File: src/rtl/uart_rx_engine.sv
module uart_rx_engine #(
  parameter int OSR = 16
) (
  input  logic       clk,
  input  logic       rst_n,
  input  logic       tick16,
  input  logic       rxd,
  input  logic [1:0] cfg_len,
  input  logic       cfg_par_en,
  input  logic       cfg_par_odd,
  input  logic       cfg_two_stop,
  input  logic       rd_strobe,
  output logic [7:0] rx_data,
  output logic       rx_valid,
  output logic       err_frame,
  output logic       err_parity,
  output logic       err_overrun,
  output logic       err_break
);
  localparam int CW   = $clog2(OSR);
  localparam int HALF = OSR / 2;

  typedef enum logic [2:0] {IDLE, START, DATA, PAR, STOP1, STOP2} st_t;

  st_t st;
  logic s1, s2, prv;
  logic [CW-1:0] cnt;
  logic [2:0] idx;
  logic [7:0] sh;
  logic par_acc, all_low, fe_acc;
  logic [1:0] len_q;
  logic pen_q, podd_q, two_q;

  wire samp = tick16 && (st != IDLE) &&
              (cnt == ((st == START) ? CW'(HALF - 1) : CW'(OSR - 1)));
  wire fin  = samp && ((st == STOP1 && !two_q) || st == STOP2);
  wire fe_fin = !s2 || (st == STOP2 && fe_acc);

  always_ff @(posedge clk or negedge rst_n) begin
    if (!rst_n) begin
      s1 <= 1'b1; s2 <= 1'b1; prv <= 1'b1;
      st <= IDLE; cnt <= '0; idx <= '0; sh <= '0;
      par_acc <= 1'b0; all_low <= 1'b0; fe_acc <= 1'b0;
      len_q <= '0; pen_q <= 1'b0; podd_q <= 1'b0; two_q <= 1'b0;
    end else begin
      s1 <= rxd; s2 <= s1; prv <= s2;
      if (st == IDLE) begin
        if (prv && !s2) begin
          st <= START; cnt <= '0; idx <= '0; sh <= '0;
          par_acc <= 1'b0; all_low <= 1'b1; fe_acc <= 1'b0;
          len_q <= cfg_len; pen_q <= cfg_par_en;
          podd_q <= cfg_par_odd; two_q <= cfg_two_stop;
        end
      end else if (tick16) begin
        cnt <= samp ? '0 : cnt + 1'b1;
        if (samp) begin
          all_low <= all_low & ~s2;
          case (st)
            START: st <= s2 ? IDLE : DATA;
            DATA: begin
              sh[idx] <= s2;
              par_acc <= par_acc ^ s2;
              if (idx == {1'b0, len_q} + 3'd4) st <= pen_q ? PAR : STOP1;
              else idx <= idx + 3'd1;
            end
            PAR: begin
              par_acc <= par_acc ^ s2;
              st <= STOP1;
            end
            STOP1: begin
              fe_acc <= ~s2;
              st <= two_q ? STOP2 : IDLE;
            end
            default: st <= IDLE;
          endcase
        end
      end
    end
  end

  always_ff @(posedge clk or negedge rst_n) begin
    if (!rst_n) begin
      rx_data <= '0; rx_valid <= 1'b0;
      err_frame <= 1'b0; err_parity <= 1'b0;
      err_overrun <= 1'b0; err_break <= 1'b0;
    end else if (fin) begin
      rx_data     <= sh;
      rx_valid    <= 1'b1;
      err_frame   <= fe_fin;
      err_parity  <= pen_q & (par_acc ^ podd_q);
      err_break   <= all_low & ~s2;
      err_overrun <= rx_valid & ~rd_strobe;
    end else if (rd_strobe) begin
      rx_valid <= 1'b0;
      err_frame <= 1'b0; err_parity <= 1'b0;
      err_overrun <= 1'b0; err_break <= 1'b0;
    end
  end

  AST_UPPER_ZERO: assert property (@(posedge clk) disable iff (!rst_n)
    fin |=> ((rx_data >> ({2'b00, len_q} + 4'd5)) == 8'd0));

  AST_PARITY_OFF: assert property (@(posedge clk) disable iff (!rst_n)
    (fin && !pen_q) |=> !err_parity);

  AST_BREAK_FRAMES: assert property (@(posedge clk) disable iff (!rst_n)
    err_break |-> (err_frame && rx_data == 8'd0));

  AST_OVR_NEEDS_FULL: assert property (@(posedge clk) disable iff (!rst_n)
    $rose(err_overrun) |-> $past(rx_valid));

  AST_READ_CLEARS: assert property (@(posedge clk) disable iff (!rst_n)
    (rd_strobe && !fin) |=> (!rx_valid && !err_frame && !err_parity &&
                             !err_overrun && !err_break));

  AST_GLITCH_DROPS: assert property (@(posedge clk) disable iff (!rst_n)
    (st == START && samp && s2) |=> (st == IDLE && $stable(rx_valid)));
endmodule

File: config.mk
export PLATFORM = sky130hd
export DESIGN_NAME = uart_rx_engine
export DESIGN_NICKNAME = d
export VERILOG_FILES = /design/src/rtl/uart_rx_engine.sv
export SDC_FILE = /design/constraint.sdc
export NUM_CORES = 1
export LEC_CHECK = 0
export ABC_AREA = 1
export BUFFER_PORTS_ARGS = -buffer_cell sky130_fd_sc_hd__buf_4
export CORE_MARGIN = 2
export CORE_UTILIZATION = 50
export CTS_CLUSTER_SIZE = 12
export DETAILED_ROUTE_END_ITERATION = 8
export PLACE_DENSITY = 0.82
export SYNTH_ARGS = -nofsm -noshare
export SYNTH_HDL_FRONTEND = slang
export SYNTH_SLANG_ARGS = --single-unit
export TNS_END_PERCENT = 20
File: constraint.sdc
create_clock -name clk -period 1.6 [get_ports clk]
set_input_delay 0.24 -clock clk [delete_from_list [all_inputs] [get_ports clk]]
set_output_delay 0.24 -clock clk [all_outputs]
set_load 0.02 [all_outputs]
---- Word level (Yosys, flattened, before mapping) ----
Index checks and enable logic that the tools add are counted.
storage, ports and cells
  ROM bits ................................ 0
  bits in latches ......................... 0
  RAM bits ................................ 0
  memories ................................ 0
  flip-flop bits (word level) ............. 42
  output and inout bits ................... 13
  logic and storage cells ................. 117
  bits of input ports ..................... 10
operators by class
  add/sub/neg operators ................... 3
  multipliers ............................. 0
  shift operators ......................... 0
  magnitude comparators ................... 2
  reduce and logical (&&, ||, !) cells .... 28
  equality and inequality tests ........... 10
  divide/modulo/power cells ............... 0
  muxes and demuxes ....................... 47
  bitwise gates (word level) .............. 7
operator list
  kind                                                                                 number
  8-bit 2-to-1 mux                                                                     5
  3-bit 2-to-1 mux                                                                     13
  1-bit 2-to-1 mux                                                                     20
  4-bit 2-to-1 mux                                                                     5
  4-bit AND reduction                                                                  4
  3-bit case mux with 4 select lines                                                   1
  2-bit nonzero test                                                                   6
  8-bit bitwise mux                                                                    1
  1-bit logical AND                                                                    7
  3-bit by 2-bit == test with 1-bit output, second input constant                      2
  3-bit == test, second input constant                                                 2
  5-bit AND reduction                                                                  1
  4-bit by 1-bit adder with 4-bit output, second input constant                        1
  4-bit == test                                                                        1
  3-bit by 4-bit less-than comparator with 1-bit output, second input constant         1
  2-bit AND reduction                                                                  2
  2-bit by 3-bit adder with 3-bit output, second input constant                        1
  3-bit by 1-bit adder with 3-bit output, second input constant                        1
  1-bit bitwise AND                                                                    3
  1-bit demux with 3-bit select                                                        1
  3-bit by 1-bit == test with 1-bit output, second input constant                      1
  3-bit == test                                                                        1
  3-bit by 1-bit greater-or-equal comparator with 1-bit output, second input constant  1
  3-bit zero test                                                                      1
  other kinds (11)                                                                     15

---- Depth between registers and ports, before layout ----
  depth after elaboration ................. 9
  gate-level depth with buffers ........... 11
  gate-level depth less buffers ........... 9

---- Worst setup path before layout ----
OpenSTA, ideal clock, no wires.
  kind .................................... register to register
  from .................................... register prv
  to ...................................... register podd_q
  period minus slack after synthesis ...... 1.477 ns
  slack ................................... 0.123 ns
  setup time .............................. 0.125 ns
  cell stages (with the launch flop) ...... 6
  buffers on the path ..................... 1
  arrival ................................. 1.353 ns
  required time ........................... 1.475 ns
  cells stage by stage .................... dfstp_2 inv_1 nor2_1 nand2_1 buf_4 mux2_2
between the ends
  word-level cells in the longest chain between the ends .. 2
RTL lines
  item                           line  text
  start, declared                26    logic s1, s2, prv;
  start signal, assigned         41    s1 <= 1'b1; s2 <= 1'b1; prv <= 1'b1;
  start signal, assigned         46    s1 <= rxd; s2 <= s1; prv <= s2;
  1-bit logical AND              48    if (prv && !s2) begin
  2-bit AND reduction (no line)  -
  end signal, assigned           52    podd_q <= cfg_par_odd; two_q <= cfg_two_stop;
  end, declared                  32    logic pen_q, podd_q, two_q;
No other way between the ends.
A chain may end at the register's enable or synchronous reset.

---- Worst setup path in the final report ----
  from .................................... register st[0]
  to ...................................... register par_acc
between the ends
  word-level cells in the longest chain between the ends .. 6
  elaborated cells between the ends (all ways) .. 16
  classes of those cells .................. eq/ne (5); mux (2); reduce/logical (9)
RTL lines
  item                                      line  text
  start, declared                           25    st_t st;
  start signal, assigned                    59    START: st <= s2 ? IDLE : DATA;
  start signal, assigned                    63    if (idx == {1'b0, len_q} + 3'd4) st <= pen_q ? PAR : STOP1;
  start signal, assigned                    72    st <= two_q ? STOP2 : IDLE;
  3-bit by 1-bit == test with 1-bit output  35    (cnt == ((st == START) ? CW'(HALF - 1) : CW'(OSR - 1)));
  4-bit 2-to-1 mux                          35
  4-bit == test                             35
  1-bit logical AND                         34    wire samp = tick16 && (st != IDLE) &&
  2-bit nonzero test (no line)              -
  4-bit AND reduction (no line)             -
  end signal, assigned                      62    par_acc <= par_acc ^ s2;
  end signal, assigned                      67    par_acc <= par_acc ^ s2;
  end, declared                             30    logic par_acc, all_low, fe_acc;
Parallel ways exist; a longest one is shown, timed or not.

==> results.md <==
* Status: complete, no violations
* Ys async rst share at 1.000
* Critical path required time at 1.79 ns
* Initial antenna violation count at 0
* Syn nets at 277
* WHS Endpoint: s1$_DFF_PN1_
* Longest Clk Path Bufs at 2
* FF-to-FF End: par_acc$_DFFE_PN0P_
* Sequential power share at 0.346
* CP max stage delay at 0.49 ns
* TritonRoute pass-1 iters at 4
* CP Class: flop to flop
* Worst reg2reg startpoint: st[0]$_DFFE_PN0P_
* Cell Area, Synth at 2221 sq um
* Initial DRC count at 132
* Max-slew violations at 0
* Total number of vias at 1,851
* Clk sinks at 42
* Clock network fraction of design power at 0.208
* Placed Instance Area at 2450 sq um
* Final min period at 1.534 ns
* Finished Layout Cells at 353
* Setup Skew at 0.007822 ns
* Yosys top cell area share at 0.4394
* Syn_area_per_cell at 8.381 sq um
* Total wire length at 4551 microns
* Vias in the first global route at 1,695
* Hold_sp: rxd
* Psw at 1.632 mW
* Reg2Reg Depth at 7
* Worst Max-Slew Pin Slew at 0.5241 ns
* NumNets Final at 312
* Global Route Usage Sum at 0.1848
* Initial Utilization at 0.5136
* Die Y at 70.65 microns
* Comb pwr share at 0.446
* Area grow syn2layout at 20.00%
* I/O Buffers at 22
* Hold Crit Class: input port to flop
* Max Cap Viol at 0
* Max-slew headroom at 0.6506
* Routed Antenna Nets at 0
* Commonest non-fill, non-tap cell in the layout: nand2_1
* Register area share after synthesis at 0.4749
* Overall power at 3.947 mW
* Cell taking the most area after synthesis: dfrtp_1
* Die Span X at 70.65 microns
* Peak VDD IR at 0.0007332 V
* Commonest cells after routing, fill and taps aside: 89 x nand2_1, 38 x dfrtp_1, 35 x buf_4, 27 x nand3_1, 14 x inv_1
* Final HPWL DP at 3028 microns
* Total CTS buffers at 5
* P_int at 2.315 mW
* Yosys cell types at 34
* Root Buffer: clkbuf_8
* Number of synthesized flops with an enable pin at 0
* Fillers at 355
* Wire length per cell at 12.89 microns
* Pin count of the biggest net entering global routing at 43
* DR vias/cell at 5.244
* WP buf/inv at 2
* GR Overflow Total at 0
* TritonCTS clock tree: built
* Flops & latches, synth at 42
* Clock Latency Late Sink at 0.30 ns
* Post-Synthesis Cells at 265
* Critical path launch point type: flop
* Pleak at 1.393 nW
* Diode count at 0
* Crit path max fanout at 10
* # DRC at 0
* Hold Path Depth at 1
* Final setup viols at 0
* First-pass GRT wire length at 7438 microns
* Synth area leaders: dfrtp_1 44%, nand2_1 15%, nand3_1 6.3%
* Share of cells above drive strength 1 at 0.2425
* Clock-pin slew on the worst setup and hold paths at 0.08 ns
* Final number of hold-violating endpoints at 0
* Critical path's slowest cell: dfrtp_2
* Switching Fraction at 0.4135
* FF-to-FF setup slack at 0.07 ns
* IO Count at 23
* Top delay family on crit path: flip-flops
* Ys flop type: dfrtp_1
* Inst Count DP at 338
* Arr. time, crit path at 1.72 ns
* Final worst-path cycle share at 0.9588
* Pwr dens at 1481 nW/um^2
* FP Rows at 24
* Core area at 4324 sq um
* Total Die Area at 4991 sq um
* Fmax at 651.8 MHz
* YS warnings at 0
* Crit path cell chain: inv_1 > nand2_1 > nor2_1 > buf_4 > nor2_1 > o21ai_0 > nand2_1
* Final instance area at 2665 sq um
* H-tree level count at 2
* Setup crit end kind: flop
* GP Congestion at 0.8490
-- synthesized netlist by cell type, types with 6 or more instances --
| cell | count |
|---|---|
| a21oi_1 | 6 |
| nand4_1 | 12 |
| nand3_1 | 28 |
| o21ai_0 | 11 |
| dfrtp_1 | 39 |
| nor3_1 | 8 |
| nand2_1 | 89 |
| nor2_1 | 11 |
| inv_1 | 14 |
-- sequential cells by signal, indices dropped and copies added, names as in the netlist, 2 cells and up --
name and cells:
sh 8, cnt 4, rx_data 8, st 3, idx 3, len_q 2
-- metrics by stage --
step | util | worst slack [ns] | setup TNS (ns) | hold slack [ns]
2_1_floorplan | - | 0.1225 | 0 | -0.05559
3_3_place_gp | 0.5666 | 0.04226 | 0 | 0.2553
3_5_place_dp | 0.5666 | 0.02932 | 0 | 0.2634
4_1_cts | 0.5935 | 0.009167 | 0 | 0.04102
5_1_grt | 0.6163 | -0.02880 | -0.1197 | 0.03630
6_report | 0.6163 | 0.06590 | 0 | 0.04867
-- power by group through the flow --
| stage | clock network, mW | registers, mW | logic [mW] |
|---|---|---|---|
| after floorplan | 0 | 1.34 | 1.36 |
| after global placement | 0 | 1.36 | 1.59 |
| after detailed placement | 0 | 1.37 | 1.62 |
| after CTS | 0.842 | 1.35 | 1.63 |
| after global routing | 0.879 | 1.39 | 1.98 |
| final | 0.823 | 1.37 | 1.76 |
-- how the worst max path moves through the flow --
stage,slack (ns),to,depth (start not counted),from
finish,0.07,par_acc$_DFFE_PN0P_,7,st[0]$_DFFE_PN0P_
global route,-0.03,cnt[3]$_DFFE_PN0P_,7,st[0]$_DFFE_PN0P_
CTS,0.009,err_frame$_DFFE_PN0P_,8,st[0]$_DFFE_PN0P_
detailed placement,0.03,err_frame$_DFFE_PN0P_,8,st[0]$_DFFE_PN0P_
global placement,0.04,rx_data[4]$_DFFE_PN0P_,8,st[0]$_DFFE_PN0P_
floorplan,0.12,podd_q$_DFFE_PN0P_,5,prv$_DFF_PN1_
-- cell type report --
cell class | instances | area [sq um] | area share
flip-flops and latches | 42 | 1056 | 0.3962
multi-input cells | 194 | 1044 | 0.3915
repair buffers | 38 | 312.8 | 0.1174
inverters | 19 | 81.33 | 0.03052
clock buffers | 7 | 76.32 | 0.02864
well taps | 52 | 65.06 | 0.02441
clock inverters | 1 | 30.03 | 0.01127
-- what timing repair did --
action                     in CTS  in global routing
resized for setup               0                  8
setup endpoints to repair       0                 28
hold buffers                    1                  0
buffers inserted                0                  5
hold endpoints to repair       39                  0
-- kinds of logic (layout without fill, tap and decap cells) --
| logic type | after synthesis | after routing | synth area share |
|---|---|---|---|
| compound gates | 24 | 24 | 0.06366 |
| xor+xnor | 3 | 3 | 0.01183 |
| fa+ha+maj | 2 | 2 | 0.01127 |
| buf+inv | 30 | 65 | 0.07549 |
| flops | 42 | 42 | 0.4749 |
| mux | 2 | 2 | 0.01014 |
| simple gates | 162 | 163 | 0.3527 |
-- layer usage --
| layer | vias to the layer above | track usage | routed length (microns) |
|---|---|---|---|
| li1 | 941 | - | - |
| met1 | 858 | 0.2382 | 2145 |
| met2 | 44 | 0.3050 | 2139 |
| met3 | 8 | 0.04701 | 200 |
| met4 | 0 | 0.06499 | 65 |
| met5 | - | 0 | 0 |
No activity file was read; power rests on OpenSTA's default activity.
